<file path="config.mk">
export PLATFORM = sky130hd
export DESIGN_NAME = xfer_ctl_regs
export DESIGN_NICKNAME = d
export VERILOG_FILES = /design/src/rtl/xcr_pkg.sv /design/src/rtl/xcr_byteptr.sv /design/src/rtl/xcr_chan.sv /design/src/rtl/xfer_ctl_regs.sv
export SDC_FILE = /design/constraint.sdc
export NUM_CORES = 1
export LEC_CHECK = 0
export BUFFER_PORTS_ARGS = -buffer_cell sky130_fd_sc_hd__buf_2
export CAP_MARGIN = 10
export CORE_MARGIN = 10
export CORE_UTILIZATION = 43
export DETAILED_ROUTE_END_ITERATION = 16
export GPL_ROUTABILITY_DRIVEN = 0
export HOLD_SLACK_MARGIN = 0.08
export PLACE_DENSITY = 0.59
export RECOVER_POWER = 100
export SETUP_SLACK_MARGIN = 0.2
export SYNTH_ARGS = -nofsm -noshare
export SYNTH_HDL_FRONTEND = slang
export SYNTH_SLANG_ARGS = --single-unit
</file>
<file path="constraint.sdc">
create_clock -name clk -period 3.01 [get_ports clk]
set_input_delay 0.602 -clock clk [delete_from_list [all_inputs] [get_ports clk]]
set_output_delay 0.602 -clock clk [all_outputs]
set_load 0.02 [all_outputs]
</file>
<file path="src/rtl/xcr_pkg.sv">
package xcr_pkg;
  localparam logic [3:0] OFF_CMD     = 4'h8;
  localparam logic [3:0] OFF_REQ     = 4'h9;
  localparam logic [3:0] OFF_MASK1   = 4'hA;
  localparam logic [3:0] OFF_MODE    = 4'hB;
  localparam logic [3:0] OFF_CLRPTR  = 4'hC;
  localparam logic [3:0] OFF_MCLR    = 4'hD;
  localparam logic [3:0] OFF_CLRMASK = 4'hE;
  localparam logic [3:0] OFF_MASKALL = 4'hF;
  localparam int         AUTOINIT_BIT = 4;

  // address moves up by one per transfer
  function automatic logic [15:0] addr_step(input logic [15:0] a);
    return a + 16'd1;
  endfunction

  // count moves down by one; zero wraps to all ones
  function automatic logic [15:0] cnt_step(input logic [15:0] c);
    return c - 16'd1;
  endfunction

  function automatic logic cnt_done(input logic [15:0] c);
    return c == 16'd0;
  endfunction
endpackage

</file>
<file path="src/rtl/xcr_byteptr.sv">
module xcr_byteptr (
  input  logic clk,
  input  logic rst_n,
  input  logic clear,
  input  logic toggle,
  output logic hi
);
  always_ff @(posedge clk) begin
    if (!rst_n)      hi <= 1'b0;
    else if (clear)  hi <= 1'b0;
    else if (toggle) hi <= ~hi;
  end
endmodule

</file>
<file path="src/rtl/xcr_chan.sv">
module xcr_chan #(
  parameter int DW = 8
) (
  input  logic            clk,
  input  logic            rst_n,
  input  logic [1:0]      ld_addr,
  input  logic [1:0]      ld_cnt,
  input  logic [DW-1:0]   wdata,
  input  logic            mode_we,
  input  logic [DW-1:0]   mode_d,
  input  logic            step,
  output logic [2*DW-1:0] cur_addr,
  output logic [2*DW-1:0] cur_cnt,
  output logic [DW-1:0]   mode,
  output logic            tc_hit
);
  import xcr_pkg::*;
  localparam int RW = 2 * DW;

  logic [RW-1:0] base_addr, base_cnt;
  logic          host_load;

  assign host_load = (|ld_addr) | (|ld_cnt);
  assign tc_hit    = step & ~host_load & cnt_done(cur_cnt);

  always_ff @(posedge clk) begin
    if (!rst_n) begin
      base_addr <= '0;
      base_cnt  <= '0;
      cur_addr  <= '0;
      cur_cnt   <= '0;
    end else if (host_load) begin
      if (ld_addr[0]) begin
        base_addr[DW-1:0] <= wdata;
        cur_addr[DW-1:0]  <= wdata;
      end
      if (ld_addr[1]) begin
        base_addr[RW-1:DW] <= wdata;
        cur_addr[RW-1:DW]  <= wdata;
      end
      if (ld_cnt[0]) begin
        base_cnt[DW-1:0] <= wdata;
        cur_cnt[DW-1:0]  <= wdata;
      end
      if (ld_cnt[1]) begin
        base_cnt[RW-1:DW] <= wdata;
        cur_cnt[RW-1:DW]  <= wdata;
      end
    end else if (step) begin
      if (tc_hit && mode[AUTOINIT_BIT]) begin
        cur_addr <= base_addr;
        cur_cnt  <= base_cnt;
      end else begin
        cur_addr <= addr_step(cur_addr);
        cur_cnt  <= cnt_step(cur_cnt);
      end
    end
  end

  always_ff @(posedge clk) begin
    if (!rst_n)       mode <= '0;
    else if (mode_we) mode <= mode_d;
  end
endmodule

</file>
<file path="src/rtl/xfer_ctl_regs.sv">
module xfer_ctl_regs #(
  parameter int DW  = 8,
  parameter int NCH = 4,
  parameter int AW  = 4
) (
  input  logic                 clk,
  input  logic                 rst_n,
  input  logic [AW-1:0]        bus_addr,
  input  logic [DW-1:0]        bus_wdata,
  input  logic                 bus_wr,
  input  logic                 bus_rd,
  output logic [DW-1:0]        bus_rdata,
  input  logic [NCH-1:0]       dreq_i,
  input  logic                 xfer_stb,
  input  logic [$clog2(NCH)-1:0] xfer_ch,
  output logic [NCH-1:0]       tc_o,
  output logic [NCH-1:0]       mask_o,
  output logic [NCH*DW-1:0]    mode_o,
  output logic [DW-1:0]        cmd_o
);
  import xcr_pkg::*;
  localparam int CHW = $clog2(NCH);
  localparam int RW  = 2 * DW;

  logic           chan_port, sel_cnt, chan_acc, ptr_hi, status_rd, mclr;
  logic [CHW-1:0] sel_ch, wch;
  logic [NCH-1:0] tc_flags, sw_req, tc_hit;
  logic [RW-1:0]  cur_addr_a [NCH];
  logic [RW-1:0]  cur_cnt_a  [NCH];

  assign chan_port = ~bus_addr[3];
  assign sel_ch    = bus_addr[CHW:1];
  assign sel_cnt   = bus_addr[0];
  assign chan_acc  = (bus_wr | bus_rd) & chan_port;
  assign status_rd = bus_rd & (bus_addr == OFF_CMD);
  assign mclr      = bus_wr & (bus_addr == OFF_MCLR);
  assign wch       = bus_wdata[CHW-1:0];
  assign tc_o      = tc_hit;

  xcr_byteptr ptr_i (
    .clk    (clk),
    .rst_n  (rst_n),
    .clear  (mclr | (bus_wr & (bus_addr == OFF_CLRPTR))),
    .toggle (chan_acc),
    .hi     (ptr_hi)
  );

  for (genvar i = 0; i < NCH; i++) begin : g_ch
    logic sel_w;
    assign sel_w = bus_wr & chan_port & (sel_ch == CHW'(i));
    xcr_chan #(.DW(DW)) chan_i (
      .clk      (clk),
      .rst_n    (rst_n),
      .ld_addr  ({2{sel_w & ~sel_cnt}} & {ptr_hi, ~ptr_hi}),
      .ld_cnt   ({2{sel_w &  sel_cnt}} & {ptr_hi, ~ptr_hi}),
      .wdata    (bus_wdata),
      .mode_we  (bus_wr & (bus_addr == OFF_MODE) & (wch == CHW'(i))),
      .mode_d   (bus_wdata),
      .step     (xfer_stb & (xfer_ch == CHW'(i)) & ~mask_o[i]),
      .cur_addr (cur_addr_a[i]),
      .cur_cnt  (cur_cnt_a[i]),
      .mode     (mode_o[i*DW +: DW]),
      .tc_hit   (tc_hit[i])
    );
  end

  always_ff @(posedge clk) begin
    if (!rst_n || mclr) begin
      mask_o <= '1;
    end else if (bus_wr) begin
      case (bus_addr)
        OFF_CLRMASK: mask_o <= '0;
        OFF_MASKALL: mask_o <= bus_wdata[NCH-1:0];
        OFF_MASK1:   mask_o[wch] <= bus_wdata[CHW];
        default:     ;
      endcase
    end
  end

  always_ff @(posedge clk) begin
    if (!rst_n || mclr) begin
      sw_req <= '0;
      cmd_o  <= '0;
    end else if (bus_wr) begin
      if (bus_addr == OFF_REQ) sw_req[wch] <= bus_wdata[CHW];
      if (bus_addr == OFF_CMD) cmd_o <= bus_wdata;
    end
  end

  always_ff @(posedge clk) begin
    if (!rst_n || mclr) tc_flags <= '0;
    else                tc_flags <= tc_hit | (status_rd ? '0 : tc_flags);
  end

  always_comb begin
    logic [RW-1:0] word;
    word      = sel_cnt ? cur_cnt_a[sel_ch] : cur_addr_a[sel_ch];
    bus_rdata = '0;
    if (bus_rd) begin
      if (chan_port)     bus_rdata = ptr_hi ? word[RW-1:DW] : word[DW-1:0];
      else if (status_rd) bus_rdata = {dreq_i | sw_req, tc_flags};
    end
  end
endmodule

</file>
Word-level counts from Yosys, hierarchy flattened
Index checks and enable logic that the tools add are counted.
Word-level totals
  output and inout port bits: 56
  bits in registers: 309
  logic and storage cells: 272
  input bits: 23
Cells by class
  order comparisons: 3
  reduce and logical (&&, ||, !) cells: 63
  $add $sub $neg: 8
  muxes and demuxes: 57
  bitwise gates (word level): 67
  equal/unequal tests: 33
Operators by type and width (number)
  16-bit 2-to-1 mux: 29
  8-bit 2-to-1 mux: 20
  2-bit AND reduction: 35
  16-bit by 1-bit adder with 16-bit output, second input constant: 4
  16-bit binary-select mux with 2-bit select: 2
  16-bit zero test: 4
  16-bit by 1-bit subtractor with 16-bit output, second input constant: 4
  1-bit bitwise AND: 38
  4-bit == test, second input constant: 8
  2-bit by 1-bit != test with 1-bit output, second input constant: 16
  2-bit OR reduction: 9
  2-bit bitwise AND: 8
  2-bit == test, second input constant: 6
  1-bit NOT: 12
  4-bit one-hot mux with 3 select lines: 1
  4-bit bitwise mux: 2
  4-bit OR: 2
  2-bit nonzero test: 4
  2-bit by 1-bit == test with 1-bit output, second input constant: 3
  2-bit zero test: 3
  1-bit OR: 6
  1-bit logical AND: 5
  4-bit 2-to-1 mux: 1
  3-bit >= comparator, second input constant: 1
  8 further kinds: 8

Depth between registers and ports, before layout
Gate-level depths: netlist of the first run.
  word-level depth: 14
  mapped depth: 10
  gate-level depth less buffers: 8

Modules after synthesis
A second synthesis of the first run with hierarchy kept.
Second synthesis, totals
  cell total of the unflattened synthesis: 1954
  area, all modules: 17284.1 um^2
Modules (own cells, without submodules)
  xcr_chan (g_ch[1].chan_i ...): cells each 416, seq. area each 1441.4 um^2, area each 3651.0 um^2, times used 3
  xcr_chan (g_ch[0].chan_i): cells each 442, seq. area each 1441.4 um^2, area each 3942.5 um^2, times used 1
  xfer_ctl_regs: cells each 261, seq. area each 400.4 um^2, area each 2347.3 um^2, times used 1
  xcr_byteptr: cells each 3, seq. area each 20.0 um^2, area each 41.3 um^2, times used 1

Least setup slack after synthesis of the first run
No wires, ideal clock.
  path type: input to output
  from: input bus_addr[2]
  to: output bus_rdata[1]
  data required time: 2.408 ns
  path slack: 0.046 ns
  buffers on the path: 2
  cell stages on the path: 6
  arrival time: 2.362 ns
  cell sequence: buf_2 buf_1 mux4_2 mux2_2 o22ai_1 nor2_1
On the way
  longest elaborated chain between the ends: 8
  elaborated cells between the ends (all ways): 14
  those cells by class: 1 x eq/ne; 11 x mux; 2 x bitwise
Ends and longest elaborated chain
  from (decl): RTL line xfer_ctl_regs.sv:8  | input logic [AW-1:0] bus_addr,
  2-bit NOT with 3-bit output (implied by the code): RTL line xfer_ctl_regs.sv:97  | word = sel_cnt ? cur_cnt_a[sel_ch] : cur_addr_a[sel_ch];
  16-bit binary-select mux with 2-bit select: RTL line xfer_ctl_regs.sv:97
  16-bit 2-to-1 mux (implied by the code) (2 in a row): RTL line xfer_ctl_regs.sv:97
  16-bit 2-to-1 mux: RTL line xfer_ctl_regs.sv:97
  8-bit 2-to-1 mux: RTL line xfer_ctl_regs.sv:100  | if (chan_port) bus_rdata = ptr_hi ? word[RW-1:DW] : word[DW-1:0];
  8-bit 2-to-1 mux *: RTL line xfer_ctl_regs.sv:100
  8-bit 2-to-1 mux *: RTL line xfer_ctl_regs.sv:99  | if (bus_rd) begin
  to (decl): RTL line xfer_ctl_regs.sv:12  | output logic [DW-1:0] bus_rdata,
Every way passes the cells marked *; elsewhere a longest branch is shown, timed or not. The select of a mux whose other input is x is not followed.

Final worst setup path of the first run
  from: register g_ch[2].chan_i.cur_cnt[2]
  to: output tc_o[2]
On the way
  longest elaborated chain between the ends: 2
Ends and longest elaborated chain
  from (decl): RTL line xcr_chan.sv:13  | output logic [2*DW-1:0] cur_cnt,
  from (signal, indexed assignment): RTL line xcr_chan.sv:43  | cur_cnt[DW-1:0] <= wdata;
  from (signal, indexed assignment): RTL line xcr_chan.sv:47  | cur_cnt[RW-1:DW] <= wdata;
  from (signal assigned): RTL line xcr_chan.sv:52  | cur_cnt <= base_cnt;
  16-bit zero test: RTL line xcr_pkg.sv:23  | return c == 16'd0;
  1-bit bitwise AND: RTL line xcr_chan.sv:24  | assign tc_hit = step & ~host_load & cnt_done(cur_cnt);
  to (decl): RTL line xfer_ctl_regs.sv:16  | output logic [NCH-1:0] tc_o,
Every way passes these cells.

==> results.toml, run 1 <==
[placed_design]
dp.cells = 2615
portBuffers = 78
dp_hpwl_mm = 44.3

[synth]
yosys_warnings = 0
synth-seq-cells = 309
syn_area_um2 = 16500
postSynthCellCount = 2065
dominantRegCellSynth = "dfxtp_1"
synthDistinctLibCells = 82
synth_nets = 2100
synth_top_cells_by_area = "dfxtp_1 37%, nand2_1 8.3%, a21oi_1 6.0%"
avgSynthCellArea_um2 = 8.00
synth_top_area_frac = 0.375
yosys.area.top_type = "dfxtp_1"
synth-edff-count = 0
synth_async_sr_flop_share = 0
ys_seq_area_frac = 0.375

[hold_path]
hold_class = "in -> reg"
min-delay-start = "bus_wdata[5]"
hold-path-endpoint = "g_ch[3].chan_i.base_cnt[5]"
min_path_cells = 3

[cts]
cts_made_buffers = 37
cts_hold_buf = 0
clock_latency_ns = 0.56
clk_pin_slew_ns = 0.06
cts.sinks = 309
cts-root-buf = "clkbuf_16"
cts_tree = "yes"
clock_path_buffers = 3
cts-htree-levels = 2

[pwr]
cellPowerDensity_nw_per_um2 = 508
power_frac_clock = 0.455
intPower_mw = 7.18
p_sw_frac = 0.263
p_switching_mw = 2.57
pwr-share-seq = 0.436
vdd_ir_drop_max_v = 0.000418
comb_power_share = 0.109
power.leakage_nw = 7.04

[global_route]
grt_pass1_vias = 15100
antenna_found_initial = 2
grt_max_degree = 69
grt_overflow = 0
track_usage = 0.255
grt_pass1_wl_mm = 94.2

[sta]
tightestPinTransition_ns = 1.27
rsz0062_at_grt = "yes"
min_period_ns = 2.94
holdWs_ns = 0.433
setup_violations = 0
hold_violations = 0
fin_crit_sh = 0.976
max_slew_margin = 0.154
fin_skew_ns = 0.0300
fmax_mhz = 340
drv_slew = 0

[routing]
ant_nets = 0
post_drt_wl_per_cell_um = 23.2
vias = 16400
routed_wl_mm = 62.4
drt_iter0_drc = 2054
drc = 0
dr.pass1.iters = 5
drt-vias-per-instance = 6.12

[critical_path]
r2r_start = "g_ch[1].chan_i.cur_cnt[0]"
reg2reg_slack_ns = 0.23
crit_path_max_incr_delay_ns = 0.71
required_ns = 2.41
cp_slowest_cell = "or4_1"
reg2reg_to = "g_ch[1].chan_i.cur_cnt[12]"
cp-end-kind = "output pin"
rr_worst_depth = 9
worstSetupStartpointType = "register"
worstPathCellList = "or4_1 -> nor3_4 -> and3_4 -> clkbuf_2"
cp_max_fo = 8
worstSetupPathType = "reg -> out"
cp.arrival_ns = 2.34

[floorplan]
die_width_um = 216
initial_core_util = 0.437
die_h_um = 216
io_pins = 79
rows = 71
die_area_um2 = 46600
coreArea_um2 = 37800

[finish]
drive_above_1_share = 0.155
final_common_cell = "nand2_1"
areaGrowthSynthToFinish_pct = 16.3
final_nets = 2185
stdcell_count = 2688
layout_common_cells = "364 x nand2_1, 273 x dfxtp_1, 196 x a21oi_1"

[run]
cap_violations = 0

[status]
status = "finished clean"
## through the flow
stage               setup TNS, ns  utilization  cell area (um2)  power [mW]  worst slack [ns]
floorplan                       0            -            16500        4.99             0.218
global placement                0        0.475            17900        5.32            0.0250
detailed placement       -0.00140        0.475            17900        5.34          -0.00140
CTS                             0        0.511            19300        9.79             0.126
global route                    0        0.508            19200        10.1            0.0374
finish                          0        0.509            19200        9.75            0.0723
## critical path, delay by kind of cell (launching register included)
kind / cells / cell delay (ns)
buf+inv: 1 / 0.18
flops: 1 / 0.43
simple gates: 3 / 1.19
## repair_timing
item | CTS | global route
endpoints found under the setup margin | 12 | 12
pin swaps | 4 | 4
gates cloned | 0 | 2
buffers inserted | 4 | 1
gates resized for setup | 52 | 52
## how the worst max path moves through the flow
stage / from / endpoint / slack [ns] / cells past startpoint
5_1_grt: g_ch[3].chan_i.cur_cnt[0] / tc_o[3] / 0.04 / 6
6_report: g_ch[2].chan_i.cur_cnt[2] / tc_o[2] / 0.07 / 4
3_3_place_gp: bus_addr[1] / bus_rdata[4] / 0.02 / 7
2_1_floorplan: bus_addr[2] / bus_rdata[2] / 0.22 / 7
4_1_cts: g_ch[1].chan_i.cur_cnt[8] / tc_o[1] / 0.13 / 4
3_5_place_dp: bus_addr[1] / bus_rdata[4] / -0.001 / 7
## state kept, by name, indices dropped and copies added (netlist names)
signal and count:
g_ch.chan_i.base_cnt 64, sw_req 4, g_ch.chan_i.cur_addr 64, tc_flags 4, g_ch.chan_i.cur_cnt 64, cmd_o 8
ptr_i.hi 1, mask_o 4, g_ch.chan_i.base_addr 64, g_ch.chan_i.mode 32
## synth_stat cells, drive strengths merged (21+ instances only)
cell type	n
xor2	53
clkbuf	126
buf	39
mux4	32
nor2	197
mux2i	56
nand3	63
nor3	56
a211oi	21
nand4	22
o221ai	28
a21oi	198
xnor2	48
o211ai	57
nand2	364
o21ai	114
dfxtp	309
and3	21
a31oi	33
## layout make-up
cell class                      count  area (um2)
Antenna cell                        1        2.50
Timing Repair Buffer              211        1370
Sequential cell                   309        6240
Inverter                           20        80.1
Clock buffer                       52        1050
Clock inverter                     13         131
Tap cell                          511         639
Fill cell                        3676       18600
Multi-Input combinational cell   1571        9680
## cell families (layout without fill, tap and decap cells)
kind of cell    after synthesis  in the layout  share of synthesized area
compound gates              516            516                      0.190
xor+xnor                    101            101                     0.0536
fa+ha+maj                    12             12                    0.00909
buf+inv                     185            296                     0.0461
flops                       309            309                      0.375
mux                         102            102                     0.0874
other cells                   0              1                          0
simple gates                840            840                      0.239
## power by group through the flow
stage               clock network [mW]  registers (mW)  logic [mW]
global placement                     0            4.33       0.992
finish                            4.43            4.25        1.07
global route                      4.68            4.25        1.15
CTS                               4.51            4.24        1.04
detailed placement                   0            4.33        1.01
floorplan                            0            4.29       0.701
## routing by layer
layer | global-route usage | vias to the layer above | routed length, um
li1 | - | 7576 | -
met1 | 0.346 | 7910 | 26400
met2 | 0.396 | 790 | 27800
met3 | 0.0491 | 162 | 5710
met4 | 0.0932 | 2 | 2380
met5 | 0 | - | 12
No activity file was read; power rests on OpenSTA's default activity.
==> inputs of run 2 (changes only) <==
Settings changed: CORE_MARGIN 10 to 5.
==> results.toml, run 2 (synthesis results as in run 1) <==
[status]
status = "finished with violations"
violations = "capacitance limit, slew limit"

[routing]
routed-wl-met2_mm = 27.0
ant_nets = 0
met1Wirelength_mm = 26.2
drt-vias-per-instance = 6.10
highest_layer = "met5"
vias = 16400
dr.pass1.iters = 5
post_drt_wl_per_cell_um = 22.8
drc = 0
met3_length_mm = 4.98
drt_iter0_drc = 1622
routed_wl_mm = 61.1

[finish]
fin_util = 0.508
final-seq-area_um2 = 6250
stdcell_count = 2680
layout_common_cells = "364 x nand2_1, 265 x dfxtp_1, 195 x a21oi_1"
final_common_cell = "nand2_1"
drive_above_1_share = 0.156
nFillCells = 3705
areaGrowthSynthToFinish_pct = 16.2
multi_input_area_um2 = 9680
final_nets = 2178

[sta]
fin_skew_ns = 0.0215
hold_violations = 0
drv_slew = 82
holdWs_ns = 0.431
max_slew_margin = -0.298
fin_crit_sh = 0.967
fmax_mhz = 344
min_period_ns = 2.91
rsz0062_at_grt = "yes"
setup_violations = 0
tightestPinTransition_ns = 1.95

[floorplan]
die_width_um = 206
die_h_um = 206
io_pins = 79
die_area_um2 = 42400
initial_core_util = 0.437
coreArea_um2 = 37800
rows = 71

[placed_design]
dp.cells = 2604
portBuffers = 78
dp_hpwl_mm = 42.8

[critical_path]
worstSetupStartpointType = "register"
worstSetupPathType = "reg -> out"
cp_max_fo = 5
cp.arrival_ns = 2.31
cp-end-kind = "output pin"
required_ns = 2.41
rr_worst_depth = 9

[cts]
clock_latency_ns = 0.56
cts_tree = "yes"
cts-htree-levels = 2
cts.sinks = 309
cts-root-buf = "clkbuf_16"
clock_path_buffers = 3
clk_pin_slew_ns = 0.06
cts_made_buffers = 37
cts_hold_buf = 0

[global_route]
grt_pass1_wl_mm = 93.4
track_usage = 0.282
grt_overflow = 0
antenna_found_initial = 3
grt_pass1_vias = 15300
grt_max_degree = 82

[hold_path]
min_path_cells = 2
hold_class = "reg -> reg"

[pwr]
power.leakage_nw = 7.04
vdd_ir_drop_max_v = 0.000394
cellPowerDensity_nw_per_um2 = 509
finalPower_mw = 9.76

[run]
cap_violations = 1
## run 2: cell count changes in the layout (fill, tap and decap cells not counted), sizes merged
cell | before | now
buf | 132 | 131
bufinv | 2 | 1
clkbuf | 131 | 128
clkinv | 9 | 5
clkinvlp | 2 | 0
inv | 20 | 23
## run 2: per-layer routing
metal  track usage  vias up
met1         0.388     7873
met3        0.0497      163
met5             0        -
li1              -     7559
met2         0.430      758
met4         0.134        4
## run 2: worst paths after layout
check                        startpoint  slack (ns)                          end
max reg2reg  g_ch[3].chan_i.cur_cnt[10]        0.23  g_ch[3].chan_i.cur_addr[11]
max           g_ch[3].chan_i.cur_cnt[6]        0.10                 bus_rdata[6]
min reg2reg      g_ch[1].chan_i.mode[1]        0.43       g_ch[1].chan_i.mode[1]
min              g_ch[1].chan_i.mode[1]        0.43       g_ch[1].chan_i.mode[1]
## run 2: cell type report
cell class | instances | area share
multi-input combinational | 1571 | 0.504
sequential | 309 | 0.326
timing repair buffer | 204 | 0.0694
clock buffer | 55 | 0.0575
tap | 511 | 0.0333
clock inverter | 9 | 0.00502
inverter | 20 | 0.00430
antenna | 1 | 0.000130
## run 2: metrics by stage
| stage | cell area [um2] | setup slack (ns) | setup TNS (ns) |
|---|---|---|---|
| global route | 19200 | 0.0618 | 0 |
| CTS | 19300 | 0.103 | 0 |
| detailed placement | 17800 | -0.000420 | -0.000420 |
| finish | 19200 | 0.101 | 0 |
| global placement | 17800 | 0.0400 | 0 |
| floorplan | 16500 | 0.218 | 0 |
## run 2: timing repair
| item | in CTS | in global routing |
|---|---|---|
| endpoints found under the hold margin | 0 | 0 |
| gates resized for setup | 60 | 55 |
| setup endpoints to repair | 12 | 12 |
| gates cloned | 1 | 0 |
| setup buffers | 7 | 3 |
| pin swaps | 7 | 10 |
## run 2: report_power, final
part	internal, mW	switching (mW)
clock	2.63	1.82
combinational	0.409	0.646
sequential	4.15	0.102
total	7.19	2.57
## run 2: critical path: stages (launching register included)
cell     delay [ns]
dfxtp_1        0.41
mux4_2         0.49
mux2_2         0.27
o22ai_1        0.33
a21oi_1        0.08
buf_2          0.18
==> inputs of run 3 (changes only) <==
Settings changed: ABC_AREA from default to 1.
==> results.toml, run 3 <==
[status]
status = "finished with violations"
violations = "capacitance limit, slew limit"

[floorplan]
rows = 75
initial_core_util = 0.432
io_pins = 79
die_area_um2 = 46100
die_h_um = 215
coreArea_um2 = 41700
die_width_um = 215

[routing]
vias = 19800
dr.pass1.iters = 7
drt_iter0_drc = 2416
ant_nets = 0
drt-vias-per-instance = 5.66
routed_wl_mm = 70.2
drc = 0
post_drt_wl_per_cell_um = 20.1

[pwr]
cellPowerDensity_nw_per_um2 = 514
vdd_ir_drop_max_v = 0.000436
finalPower_mw = 10.4
power.leakage_nw = 8.99

[cts]
clock_path_buffers = 3
clock_latency_ns = 0.55
cts-htree-levels = 2
cts-root-buf = "clkbuf_16"
cts_made_buffers = 37
cts_tree = "yes"
cts.sinks = 309
clk_pin_slew_ns = 0.05

[synth]
synth_top_area_frac = 0.343
ys_seq_area_frac = 0.343
avgSynthCellArea_um2 = 6.24
synth_nets = 2923
synth_most_common_cell = "nand2_1"
synth_top_cells_by_area = "dfxtp_1 34%, nand2_1 12%, a21oi_1 9.1%"
dominantRegCellSynth = "dfxtp_1"
syn_area_um2 = 18000
yosys.area.top_type = "dfxtp_1"
ys_top_cells_by_count = "565 x nand2_1, 411 x nor2_1, 329 x a21oi_1"
synthDistinctLibCells = 36
synth-edff-count = 0
synth_async_sr_flop_share = 0
postSynthCellCount = 2888
yosys_warnings = 0
synth-seq-cells = 309

[sta]
setup_tns_ns = 0
rsz0062_at_grt = "no"
setup_violations = 0
tightestPinTransition_ns = 2.03
layout_setup_ws_ns = 0.195
drv_slew = 283
fin_crit_sh = 0.935
hold_violations = 0
min_period_ns = 2.82
max_slew_margin = -0.352
fin_skew_ns = 0.0181
fmax_mhz = 355

[finish]
finalInstanceArea_um2 = 20300
final_nets = 2969
final_common_cell = "nand2_1"
drive_above_1_share = 0.0730
layout_common_cells = "564 x nand2_1, 412 x nor2_1, 322 x a21oi_1"
areaGrowthSynthToFinish_pct = 12.6

[placed_design]
place_ws_ns = 0.200
dpl_cell_area_um2 = 19000
portBuffers = 78
dp_hpwl_mm = 49.5

[critical_path]
cp.arrival_ns = 2.21
required_ns = 2.41
cp-end-kind = "output pin"
worstSetupStartpointType = "input port"
cp_max_fo = 17
worstSetupPathType = "in -> out"

[global_route]
grt_max_degree = 283
grt_overflow = 0
grt_pass1_vias = 17900
grt_pass1_wl_mm = 106
antenna_found_initial = 2
track_usage = 0.288

[run]
cap_violations = 1

[hold_path]
hold_class = "in -> reg"
[run 3: changes by cell type after synthesis, moves of 35 or more]
cell,before,now
o211ai_1,57,3
o21ai_0,108,305
nor3_1,53,6
nand4_1,22,68
mux2i_1,56,0
clkbuf_1,125,90
nor2_1,190,411
inv_1,20,294
a21oi_1,197,329
nand3_1,62,286
nand2_1,364,565
[run 3: where the power goes]
part           switching [mW]  internal (mW)
logic                   0.883          0.405
registers              0.0964           4.16
clock network            1.83           3.05
total                    2.81           7.62
[run 3: per-layer routing]
layer,GRT usage,part of all wire,vias to the layer above
met5,0,0.00017,-
met4,0.127,0.049,4
met3,0.0647,0.092,183
met2,0.453,0.45,904
met1,0.380,0.41,9143
li1,-,-,9569
[run 3: layout make-up]
type                       count  area [um2]
antenna                        1        2.50
fill                        4388       21400
timing repair buffer         148         883
clock inverter                14         251
multi-input combinational   2122       10000
tap                          539         674
inverter                     316        1190
sequential                   309        6190
clock buffer                  50        1050
[run 3: worst paths after layout]
kind	startpoint	endpoint	slack (ns)	depth (start not counted)
worst max-delay path	bus_addr[1]	bus_rdata[6]	0.19	11
worst min-delay path	bus_wdata[5]	g_ch[3].chan_i.mode[5]	0.42	3
worst max register to register	g_ch[2].chan_i.cur_cnt[0]	g_ch[2].chan_i.cur_addr[7]	0.33	12
worst min register to register	g_ch[1].chan_i.mode[1]	g_ch[1].chan_i.mode[1]	0.44	2
[run 3: repair_timing]
action / 4_1_cts / 5_1_grt
endpoints found under the setup margin: 1 / 9
resized for setup: 1 / 12
buffers inserted: 0 / 0
hold buffers: 0 / 0
[run 3: critical path: stages]
cell      delay (ns)
buf_2           0.16
nand2_2         0.13
clkbuf_2        0.32
nor2_1          0.09
a21oi_2         0.21
nand4_1         0.12
nand3_1         0.10
nand3_1         0.09
nand2_1         0.15
inv_1           0.05
clkbuf_1        0.17
[run 3: per-stage QoR]
step,cells,utilization,hold WS (ns)
2_1_floorplan,2888,-,0.424
6_report,3499,0.487,0.415
3_3_place_gp,3434,0.457,0.417
5_1_grt,3498,0.487,0.447
3_5_place_dp,3434,0.457,0.424
4_1_cts,3498,0.489,0.398
[run 3: kinds of logic (layout without fill, tap and decap cells)]
family	Yosys count	after routing	synth area share
and+or+nand+nor	1383	1383	0.330
AOI/OAI and AO/OA	670	670	0.191
DFF	309	309	0.343
other	0	1	0
buffers and inverters	457	528	0.0996
adders and majority gates	12	12	0.00834
xor gates and xnor gates	57	57	0.0277
